===== config.mk =====
export PLATFORM = sky130hd
export DESIGN_NAME = prot_level_ctrl
export DESIGN_NICKNAME = d
export VERILOG_FILES = /design/src/rtl/seclvl_pkg.sv /design/src/rtl/seclvl_rst_sync.sv /design/src/rtl/seclvl_level_reg.sv /design/src/rtl/seclvl_policy.sv /design/src/rtl/seclvl_boot_cfg.sv /design/src/rtl/prot_level_ctrl.sv
export SDC_FILE = /design/constraint.sdc
export NUM_CORES = 1
export LEC_CHECK = 0
export BUFFER_PORTS_ARGS = -buffer_cell sky130_fd_sc_hd__buf_2
export CAP_MARGIN = 25
export CORE_AREA = 2 2 68 50
export DETAILED_ROUTE_END_ITERATION = 16
export DIE_AREA = 0 0 70 52
export PLACE_DENSITY = 0.78
export SLEW_MARGIN = 20
export SYNTH_ARGS = -nofsm -noshare
export SYNTH_HDL_FRONTEND = slang
export SYNTH_HIERARCHICAL = 1
export SYNTH_SLANG_ARGS = --single-unit

===== constraint.sdc =====
create_clock -name clk -period 2 [get_ports clk]
set_clock_uncertainty 0.15 [all_clocks]
set_input_delay 0.4 -clock clk [delete_from_list [all_inputs] [get_ports clk]]
set_output_delay 0.4 -clock clk [all_outputs]
set_load 0.03 [all_outputs]

===== src/rtl/seclvl_pkg.sv =====
package seclvl_pkg;

  localparam int DATA_W  = 8;
  localparam int OP_W    = 4;
  localparam int NUM_OPS = 1 << OP_W;

  localparam logic [DATA_W-1:0] ENC_OPEN = 8'hFF;
  localparam logic [DATA_W-1:0] ENC_WP   = 8'hFE;
  localparam logic [DATA_W-1:0] ENC_RWP  = 8'hFC;

  typedef enum logic [1:0] {
    RANK_OPEN = 2'd0,
    RANK_WP   = 2'd1,
    RANK_RWP  = 2'd2
  } rank_e;

  typedef enum logic [1:0] {
    RSP_OK    = 2'b00,
    RSP_WDENY = 2'b01,
    RSP_RDENY = 2'b10
  } rsp_e;

  typedef enum logic [1:0] {
    CLS_FREE  = 2'd0,
    CLS_READ  = 2'd1,
    CLS_WRITE = 2'd2,
    CLS_BAD   = 2'd3
  } cls_e;

  localparam logic [OP_W-1:0] OP_MEM_RD  = 4'd0;
  localparam logic [OP_W-1:0] OP_MEM_WR  = 4'd1;
  localparam logic [OP_W-1:0] OP_BLK_ERS = 4'd2;
  localparam logic [OP_W-1:0] OP_BLANK   = 4'd3;
  localparam logic [OP_W-1:0] OP_FUSE_RD = 4'd4;
  localparam logic [OP_W-1:0] OP_FUSE_WR = 4'd5;
  localparam logic [OP_W-1:0] OP_BOOT_RD = 4'd6;
  localparam logic [OP_W-1:0] OP_BSB_WR  = 4'd7;
  localparam logic [OP_W-1:0] OP_SBV_WR  = 4'd8;
  localparam logic [OP_W-1:0] OP_INFO_RD = 4'd9;
  localparam logic [OP_W-1:0] OP_LVL_RD  = 4'd10;

  typedef struct packed {
    logic  ok;
    rank_e rank;
  } dec_t;

  function automatic cls_e op_class(input logic [OP_W-1:0] op);
    case (op)
      OP_BLANK, OP_INFO_RD, OP_LVL_RD:             return CLS_FREE;
      OP_MEM_RD, OP_FUSE_RD, OP_BOOT_RD:           return CLS_READ;
      OP_MEM_WR, OP_BLK_ERS, OP_FUSE_WR,
      OP_BSB_WR, OP_SBV_WR:                        return CLS_WRITE;
      default:                                     return CLS_BAD;
    endcase
  endfunction

  function automatic dec_t enc_to_rank(input logic [DATA_W-1:0] enc);
    dec_t d;
    d.ok   = 1'b1;
    d.rank = RANK_OPEN;
    case (enc)
      ENC_OPEN: d.rank = RANK_OPEN;
      ENC_WP:   d.rank = RANK_WP;
      ENC_RWP:  d.rank = RANK_RWP;
      default:  d.ok   = 1'b0;
    endcase
    return d;
  endfunction

  function automatic logic [DATA_W-1:0] rank_to_enc(input rank_e r);
    case (r)
      RANK_OPEN: return ENC_OPEN;
      RANK_WP:   return ENC_WP;
      default:   return ENC_RWP;
    endcase
  endfunction

endpackage


===== src/rtl/seclvl_rst_sync.sv =====
module seclvl_rst_sync (
  input  logic clk,
  input  logic rst_n,
  output logic rst_n_sync
);

  logic [1:0] sync_q;

  always_ff @(posedge clk or negedge rst_n) begin
    if (!rst_n) begin
      sync_q <= 2'b00;
    end else begin
      sync_q <= {sync_q[0], 1'b1};
    end
  end

  assign rst_n_sync = sync_q[1];

endmodule


===== src/rtl/seclvl_level_reg.sv =====
module seclvl_level_reg
  import seclvl_pkg::*;
#(
  parameter rank_e RESET_RANK = RANK_RWP
) (
  input  logic              clk,
  input  logic              rst_n,
  input  logic              wr_en_i,
  input  logic [DATA_W-1:0] wr_data_i,
  input  logic              erase_i,
  output rank_e             rank_o
);

  rank_e rank_q;
  rank_e rank_d;
  logic  rank_en;
  dec_t  wr_dec;
  logic  raise_ok;

  always_comb begin
    wr_dec   = enc_to_rank(wr_data_i);
    raise_ok = wr_en_i && wr_dec.ok && (wr_dec.rank > rank_q);
    rank_en  = erase_i || raise_ok;
    if (erase_i) begin
      rank_d = RANK_OPEN;
    end else if (raise_ok) begin
      rank_d = wr_dec.rank;
    end else begin
      rank_d = rank_q;
    end
  end

  always_ff @(posedge clk or negedge rst_n) begin
    if (!rst_n) begin
      rank_q <= RESET_RANK;
    end else if (rank_en) begin
      rank_q <= rank_d;
    end
  end

  assign rank_o = rank_q;

  AST_LVL_MONOTONIC: assert property (@(posedge clk) disable iff (!rst_n)
    !erase_i |=> (rank_q >= $past(rank_q)));
  AST_LVL_BAD_ENC: assert property (@(posedge clk) disable iff (!rst_n)
    (wr_en_i && !erase_i && (wr_data_i != ENC_OPEN) && (wr_data_i != ENC_WP)
     && (wr_data_i != ENC_RWP)) |=> $stable(rank_q));
  AST_LVL_ERASE_OPEN: assert property (@(posedge clk) disable iff (!rst_n)
    erase_i |=> (rank_q == RANK_OPEN));
  AST_LVL_LEGAL: assert property (@(posedge clk) disable iff (!rst_n)
    rank_q != 2'd3);

endmodule


===== src/rtl/seclvl_policy.sv =====
module seclvl_policy
  import seclvl_pkg::*;
(
  input  logic            clk,
  input  logic            rst_n,
  input  logic            req_valid_i,
  input  logic [OP_W-1:0] req_op_i,
  input  rank_e           rank_i,
  output logic            grant_o,
  output rsp_e            rsp_o
);

  cls_e cls_tab [NUM_OPS];
  cls_e cls_sel;
  rsp_e rsp_raw;

  for (genvar g = 0; g < NUM_OPS; g++) begin : g_cls
    assign cls_tab[g] = op_class(OP_W'(g));
  end

  assign cls_sel = cls_tab[req_op_i];

  always_comb begin
    case (cls_sel)
      CLS_FREE:  rsp_raw = RSP_OK;
      CLS_READ:  rsp_raw = (rank_i == RANK_RWP) ? RSP_RDENY : RSP_OK;
      CLS_WRITE: rsp_raw = (rank_i != RANK_OPEN) ? RSP_WDENY : RSP_OK;
      default:   rsp_raw = RSP_WDENY;
    endcase
    rsp_o   = req_valid_i ? rsp_raw : RSP_OK;
    grant_o = req_valid_i && (rsp_raw == RSP_OK);
  end

  AST_FREE_ALWAYS: assert property (@(posedge clk) disable iff (!rst_n)
    (req_valid_i && (req_op_i == OP_BLANK || req_op_i == OP_INFO_RD
     || req_op_i == OP_LVL_RD)) |-> grant_o);
  AST_RWP_NO_MEMRD: assert property (@(posedge clk) disable iff (!rst_n)
    (req_valid_i && rank_i == RANK_RWP && req_op_i == OP_MEM_RD)
    |-> (!grant_o && rsp_o == RSP_RDENY));
  AST_WP_NO_MEMWR: assert property (@(posedge clk) disable iff (!rst_n)
    (req_valid_i && rank_i == RANK_WP && req_op_i == OP_MEM_WR)
    |-> (!grant_o && rsp_o == RSP_WDENY));
  AST_IDLE_QUIET: assert property (@(posedge clk) disable iff (!rst_n)
    !req_valid_i |-> (!grant_o && rsp_o == RSP_OK));
  AST_GRANT_CODE: assert property (@(posedge clk) disable iff (!rst_n)
    grant_o |-> (rsp_o == RSP_OK));

endmodule


===== src/rtl/seclvl_boot_cfg.sv =====
module seclvl_boot_cfg
  import seclvl_pkg::*;
#(
  parameter logic [DATA_W-1:0] BSB_DFLT = 8'hFF,
  parameter logic [DATA_W-1:0] SBV_DFLT = 8'hF0
) (
  input  logic              clk,
  input  logic              rst_n,
  input  logic              bsb_we_i,
  input  logic              sbv_we_i,
  input  logic [DATA_W-1:0] wdata_i,
  input  logic              erase_i,
  output logic [DATA_W-1:0] bsb_o,
  output logic [DATA_W-1:0] sbv_o
);

  logic [DATA_W-1:0] bsb_q, bsb_d;
  logic [DATA_W-1:0] sbv_q, sbv_d;
  logic              bsb_en, sbv_en;

  always_comb begin
    bsb_en = erase_i || bsb_we_i;
    sbv_en = erase_i || sbv_we_i;
    bsb_d  = erase_i ? BSB_DFLT : wdata_i;
    sbv_d  = erase_i ? SBV_DFLT : wdata_i;
  end

  always_ff @(posedge clk or negedge rst_n) begin
    if (!rst_n) begin
      bsb_q <= BSB_DFLT;
      sbv_q <= SBV_DFLT;
    end else begin
      if (bsb_en) bsb_q <= bsb_d;
      if (sbv_en) sbv_q <= sbv_d;
    end
  end

  assign bsb_o = bsb_q;
  assign sbv_o = sbv_q;

  AST_CFG_ERASE: assert property (@(posedge clk) disable iff (!rst_n)
    erase_i |=> (bsb_q == BSB_DFLT && sbv_q == SBV_DFLT));
  AST_CFG_HOLD: assert property (@(posedge clk) disable iff (!rst_n)
    (!erase_i && !bsb_we_i && !sbv_we_i) |=> ($stable(bsb_q) && $stable(sbv_q)));

endmodule


===== src/rtl/prot_level_ctrl.sv =====
module prot_level_ctrl
  import seclvl_pkg::*;
#(
  parameter logic [DATA_W-1:0] BSB_DFLT = 8'hFF,
  parameter logic [DATA_W-1:0] SBV_DFLT = 8'hF0
) (
  input  logic              clk,
  input  logic              rst_n,
  input  logic              req_valid,
  input  logic [OP_W-1:0]   req_op,
  input  logic [DATA_W-1:0] req_data,
  output logic              grant,
  output logic [1:0]        resp_code,
  input  logic              lvl_wr,
  input  logic [DATA_W-1:0] lvl_wdata,
  input  logic              chip_erase,
  output logic [DATA_W-1:0] sec_byte,
  output logic [DATA_W-1:0] boot_status,
  output logic [DATA_W-1:0] boot_vector
);

  logic  rst_n_i;
  rank_e rank;
  rsp_e  rsp;
  logic  bsb_we, sbv_we;

  seclvl_rst_sync u_rst (
    .clk        (clk),
    .rst_n      (rst_n),
    .rst_n_sync (rst_n_i)
  );

  seclvl_level_reg #(.RESET_RANK(RANK_RWP)) u_level (
    .clk       (clk),
    .rst_n     (rst_n_i),
    .wr_en_i   (lvl_wr),
    .wr_data_i (lvl_wdata),
    .erase_i   (chip_erase),
    .rank_o    (rank)
  );

  seclvl_policy u_policy (
    .clk         (clk),
    .rst_n       (rst_n_i),
    .req_valid_i (req_valid),
    .req_op_i    (req_op),
    .rank_i      (rank),
    .grant_o     (grant),
    .rsp_o       (rsp)
  );

  assign bsb_we = grant && (req_op == OP_BSB_WR);
  assign sbv_we = grant && (req_op == OP_SBV_WR);

  seclvl_boot_cfg #(.BSB_DFLT(BSB_DFLT), .SBV_DFLT(SBV_DFLT)) u_cfg (
    .clk      (clk),
    .rst_n    (rst_n_i),
    .bsb_we_i (bsb_we),
    .sbv_we_i (sbv_we),
    .wdata_i  (req_data),
    .erase_i  (chip_erase),
    .bsb_o    (boot_status),
    .sbv_o    (boot_vector)
  );

  assign resp_code = rsp;
  assign sec_byte  = rank_to_enc(rank);

  AST_SEC_BYTE_LEGAL: assert property (@(posedge clk) disable iff (!rst_n_i)
    (sec_byte == ENC_OPEN || sec_byte == ENC_WP || sec_byte == ENC_RWP));

endmodule


Word-level counts from Yosys, hierarchy flattened
Memory sizes are Yosys's and may differ from the RTL's.
Cells that the tools add are included.
{"block": "totals", "reg_bits": 20, "mem_bits_ro": 32, "input_bits": 25, "out_inout_bits": 27, "elab_cells": 45, "memories": 1}
{"block": "op_classes", "order_cmp": 2, "n_eq_ne": 9, "mux": 13, "bitwise_logic": 1, "reduce_logical": 15}
{"memory": "(no name shown)", "depth": 16, "width": 2, "read_ports": 1, "rd_clocked_by_memory_dff": 0, "wr": 0, "line_no": "seclvl_policy.sv:21", "rtl": "assign cls_sel = cls_tab[req_op_i];"}
{"cell": "$eq A8 B8 Y1 const B", "n": 3}
{"cell": "$mux W8", "n": 2}
{"cell": "$mux W2", "n": 6}
{"cell": "$pmux W2 S2", "n": 2}
{"cell": "$logic_not A2 Y1", "n": 3}
{"cell": "$pmux W2 S3", "n": 1}
{"cell": "$ge A5 B5 Y1 const B", "n": 1}
{"cell": "$logic_and A1 B1 Y1", "n": 5}
{"cell": "$not A4 Y5", "n": 1}
{"cell": "$eq A2 B1 Y1 const B", "n": 2}
{"cell": "$eq A2 B2 Y1 const B", "n": 2}
{"cell": "$eq A4 B3 Y1 const B", "n": 1}
{"cell": "$eq A4 B4 Y1 const B", "n": 1}
{"cell": "$reduce_bool A2 Y1", "n": 2}
{"cell": "$logic_or A1 B1 Y1", "n": 3}
{"cell": "$reduce_or A3 Y1", "n": 1}
{"cell": "$gt A2 B2 Y1", "n": 1}
{"cell": "$mux W1", "n": 2}
{"cell": "$reduce_and A2 Y1", "n": 1}

Longest topological paths before layout
{"block": "depth", "depth_word": 10, "ltp_mapped": 11, "ltp_nobuf": 10}

Hierarchy
The synthesis kept the hierarchy.
{"module": "seclvl_boot_cfg", "instances": 1, "cells_each": 52, "area_per_inst_um2": 685.7, "seq_area_each_um2": 415.4}
{"module": "seclvl_level_reg", "instances": 1, "cells_each": 20, "area_per_inst_um2": 178.9, "seq_area_each_um2": 51.3}
{"module": "seclvl_policy", "instances": 1, "cells_each": 17, "area_per_inst_um2": 148.9, "seq_area_each_um2": 0.0}
{"module": "prot_level_ctrl", "instances": 1, "cells_each": 13, "area_per_inst_um2": 87.6, "seq_area_each_um2": 0.0}
{"module": "seclvl_rst_sync", "instances": 1, "cells_each": 3, "area_per_inst_um2": 53.8, "seq_area_each_um2": 50.0}

Worst setup path before layout
No wires, ideal clock.
{"block": "synth_path", "path_kind": "input to register", "start": "input port req_op[0]", "end": "register u_cfg.bsb_q[1], in the netlist u_cfg/bsb_o[1]", "setup_ps": 82, "arrival_time_ps": 2376, "t_required_ps": 1768, "path_slack_ps": -607, "stages": 11, "n_path_buf": 1, "cell_sequence": "inv_1 ha_1 mux2_4 a2bb2oi_2 a31oi_1 o21a_1 nand2_1 and4bb_2 buf_6 nor2b_1 a211o_1"}
{"block": "synth_between", "elab_chain_cells": 10, "word_cells_on_any_way": 13, "cone_classes": "3 x eq/ne; 3 x mux; 1 x bitwise; 5 x reduce/logical; 1 x memory"}
{"element": "start: declaration", "line_no": "prot_level_ctrl.sv:10", "rtl": "input logic [OP_W-1:0] req_op,"}
{"element": "$not A4 Y5 (not written as such) *", "line_no": "seclvl_policy.sv:21"}
{"element": "$mem_v2 Z16 W2 *"}
{"element": "$mux W2 (not written as such) * (2 in series)", "line_no": "seclvl_policy.sv:21"}
{"element": "$eq A2 B2 Y1, or another cell as far along", "line_no": "seclvl_policy.sv:24", "rtl": "case (cls_sel)"}
{"element": "$pmux W2 S3 *", "line_no": "seclvl_policy.sv:24"}
{"element": "$logic_not A2 Y1 *", "line_no": "seclvl_policy.sv:31", "rtl": "grant_o = req_valid_i && (rsp_raw == RSP_OK);"}
{"element": "$logic_and A1 B1 Y1 *", "line_no": "seclvl_policy.sv:31"}
{"element": "via grant", "line_no": "prot_level_ctrl.sv:12", "rtl": "output logic grant,"}
{"element": "$logic_and A1 B1 Y1 *", "line_no": "prot_level_ctrl.sv:52", "rtl": "assign bsb_we = grant && (req_op == OP_BSB_WR);"}
{"element": "via bsb_we", "line_no": "prot_level_ctrl.sv:25", "rtl": "logic bsb_we, sbv_we;"}
{"element": "$logic_or A1 B1 Y1 *", "line_no": "seclvl_boot_cfg.sv:22", "rtl": "bsb_en = erase_i || bsb_we_i;"}
{"element": "end signal: assignment", "line_no": "seclvl_boot_cfg.sv:33", "rtl": "if (bsb_en) bsb_q <= bsb_d;"}
{"element": "end: declaration", "line_no": "seclvl_boot_cfg.sv:17", "rtl": "logic [DATA_W-1:0] bsb_q, bsb_d;"}
Mark *: on every way through the listed nets, which the timed path passes. The rest lies on a longest branch. The select of a mux whose other input is x is not followed.
A chain may end at the register's enable or synchronous reset.

Worst setup path in the final report
{"block": "layout_path", "start": "input port req_op[0]", "end": "register u_cfg.bsb_q[6], in the netlist u_cfg/bsb_o[6]"}
{"block": "layout_between", "elab_chain_cells": 10, "word_cells_on_any_way": 13, "cone_classes": "3 x eq/ne; 3 x mux; 1 x bitwise; 5 x reduce/logical; 1 x memory"}
{"element": "$not A4 Y5 (not written as such)", "line_no": "seclvl_policy.sv:21"}
{"element": "$mem_v2 Z16 W2"}
{"element": "$mux W2 (not written as such) (2 in series)", "line_no": "seclvl_policy.sv:21"}
{"element": "$eq A2 B2 Y1, or another cell as far along", "line_no": "seclvl_policy.sv:24"}
{"element": "$pmux W2 S3", "line_no": "seclvl_policy.sv:24"}
{"element": "$logic_not A2 Y1", "line_no": "seclvl_policy.sv:31"}
{"element": "$logic_and A1 B1 Y1", "line_no": "seclvl_policy.sv:31"}
{"element": "$logic_and A1 B1 Y1 *", "line_no": "prot_level_ctrl.sv:52"}
{"element": "via bsb_we", "line_no": "prot_level_ctrl.sv:25"}
{"element": "$logic_or A1 B1 Y1 *", "line_no": "seclvl_boot_cfg.sv:22"}
Marked as above.

==> run_results.csv <==
group,metric,value,unit
logic_synthesis,yosysSeqAreaShare,44.75,%
critical_path,cp_top_family,"compound AO/OA/AOI/OAI gates",
floorplanning,fp.dieW,70,microns
critical_path,path_class,"primary input to flop",
critical_path,critPathBufInv,2,
sta,hold_ws,144.2,ps
critical_path,crit_required,2030,ps
clocking,numCtsBuffers,3,
detailed_routing,antenna_left,0,
critical_path,crit_path_max_fanout,7,
layout,diodes,0,
logic_synthesis,syn_area,1155,sq um
layout,layout.cells.most_common_list,"buf_2 (38), buf_4 (23), nor2b_1 (14)",
floorplanning,initial_core_util,38.24,%
logic_synthesis,synth-edff-count,0,
layout,drive_gt1_share,66.28,%
power_and_ir_drop,power_density,492.3,nW/um^2
run_status,status,"finished with violations",
detailed_routing,vias,1040,
detailed_routing,drt_iter0_markers,16,
power_and_ir_drop,ir_worst_vdd,0.4139,mV
global_routing,antenna_found_initial,0,
sta,slew_violations,0,
layout,final_cells,210,
global_routing,overflow,0,
clocking,cts.clk_slew.worst_paths,70,ps
power_and_ir_drop,leakage,0.7782,nW
sta,fin_crit_sh,109.3,%
clocking,cts.htree.levels,1,
global_routing,grt_first_pass_wirelength,4650,microns
clocking,cts_num_sinks,20,
run_status,violations,"negative setup slack",
place,pre_cts_slack,-654.2,ps
critical_path,worstSetupStartpointType,"primary input",
critical_path,slowest_stage,"and4bb_4",
critical_path,path_cells,"buf_12 -> inv_12 -> ha_4 -> mux2_4 -> a2bb2oi_4 -> a31oi_1 -> o21a_2 -> nand2_2 -> and4bb_4 -> nor2b_1 -> a211o_2",
worst_hold_path,min_path_type,"flop to asynchronous set/reset pin",
sta,setup_ws,-185.5,ps
global_routing,grt_pass1_vias,1027,
clocking,cts_tree,"built",
floorplanning,num_io_pins,52,
power_and_ir_drop,total_power,0.0008814,W
layout,nets,202,
detailed_routing,drc_errors,0,
detailed_routing,wire_per_inst,13.29,microns
sta,rsz0062_at_grt,"yes",
power_and_ir_drop,p_int,0.0006499,W
critical_path,cp.arrival,2220,ps
floorplanning,rows,17,
layout,final_util,59.28,%
power_and_ir_drop,p_comb_share,21.9,%
layout,final_common_cell,"buf_2",
sta,max_freq,457.6,MHz
power_and_ir_drop,p_seq_share,48.2,%
run,drv_cap,0,
logic_synthesis,synth_ff_type,"dfstp_2",
sta,hold_viol,0,
logic_synthesis,postSynthAreaPerCell,11.00,sq um
floorplanning,coreArea,3020,sq um
sta,min_period,2186,ps
logic_synthesis,synth_cells,105,
place,gp_congestion,0.7496,
sta,setup_viol,19,
clocking,clk-insertion-delay-late,260,ps
clocking,cts-root-buf,"clkbuf_8",
global_routing,grt_util_all_layers,16.45,%
place,portBuffers,45,
place,place_inst,202,
global_routing,grt_max_degree,19,
logic_synthesis,synthArstFlopShare,100.0,%
sta,worst_slew_pin_slew,703.7,ps
sta,slew-limit-headroom,53.09,%
floorplanning,die_area,3640,sq um
detailed_routing,wl,2790,microns
detailed_routing,drtPass1Iterations,4,
place,dp_hpwl,1980,microns
critical_path,cp-end-kind,"flop",
power_and_ir_drop,swShare,26.27,%
power_and_ir_drop,clockPowerShare,29.9,%
logic_synthesis,synth_warnings,6,
logic_synthesis,ys_types,34,
floorplanning,die_height,52,microns
critical_path,max_stage_delay,360,ps
detailed_routing,avgViaCountPerCell,4.952,
power_and_ir_drop,switchingPower,0.0002315,W
clocking,clock_path_buffers,2,
logic_synthesis,ys_ff_latch,20,
layout,area_growth,55.04,%
-- per-stage QoR --
stage,cell area (sq um),setup TNS (ps)
detailed placement,1582,-10820
finish,1790,-2546
CTS,1734,-2582
global placement,1582,-9458
global route,1790,-3552
floorplan,1242,-5517
-- repair_timing --
item / CTS / global route
hold buffers: 1 / 0
gates cloned: 1 / 0
setup buffers: 1 / 1
setup endpoints to repair: 20 / 21
pin swaps: 9 / 3
gates resized for setup: 18 / 9
hold endpoints to repair: 2 / 0
-- cells in the mapped netlist, types with 2 or more instances --
library cell	n	share of area [%]
nor2b_1	14	7.6
dfstp_2	13	30
buf_4	7	4.6
dfrtp_1	7	15
nor2_1	7	2.3
a211o_1	6	4.6
a211o_2	6	5.2
inv_1	6	2.0
ha_1	4	4.3
mux2i_1	4	3.5
nand2_1	4	1.3
nor3_1	3	1.3
a2bb2oi_2	2	2.6
conb_1	2	0.65
-- metal layers --
layer | up-vias | track usage (%) | routed length (microns)
met5 | - | 0 | 0
met4 | 0 | 6.090 | 18
met3 | 4 | 5.426 | 177
met2 | 37 | 28.41 | 1408
met1 | 509 | 19.37 | 1186
li1 | 490 | - | -
-- layout make-up --
class                           instances  area [sq um]
Fill cell                             269          1230
Multi-Input combinational cell         75         686.9
Sequential cell                        20         516.7
Timing Repair Buffer                   67         446.7
Inverter                                6         47.55
Tap cell                               38         47.55
Clock buffer                            4         45.04
-- flip-flops by register name, summed over array words and instances, names as in the netlist --
name            cells
u_level/rank_o      2
u_cfg/bsb_o         8
u_cfg/sbv_o         8
u_rst/sync_q        2
-- cell families after synthesis --
family	synth area share, %
compound gates	16.14
other cells	0.6503
fa+ha+maj	4.334
buf+inv	8.233
mux	4.767
flops	44.75
simple gates	20.37
xor+xnor	0.7585
-- power groups by stage --
stage	clock, W	sequential [W]	combinational (W)
2_1_floorplan	0	0.000440	0.0000870
3_3_place_gp	0	0.000431	0.000156
3_5_place_dp	0	0.000432	0.000160
4_1_cts	0.000277	0.000425	0.000185
5_1_grt	0.000296	0.000427	0.000207
6_report	0.000263	0.000425	0.000193
-- final timing paths --
check / from / to / slack (ps) / depth (start not counted)
setup / recovery: req_op[0] / u_cfg/bsb_o[6] / -190 / 11
hold / removal: u_rst/sync_q[1] / u_cfg/sbv_o[2] / 140 / 0
setup reg to reg: u_level/rank_o[1] / u_level/rank_o[0] / 50 / 6
hold reg to reg: u_rst/sync_q[1] / u_cfg/sbv_o[2] / 140 / 0
max in group asynchronous: u_rst/sync_q[1] / u_level/rank_o[0] / 1110 / 0
min in group clk: u_rst/sync_q[0] / u_rst/sync_q[1] / 200 / 0
(Power assumes the default switching activity.)
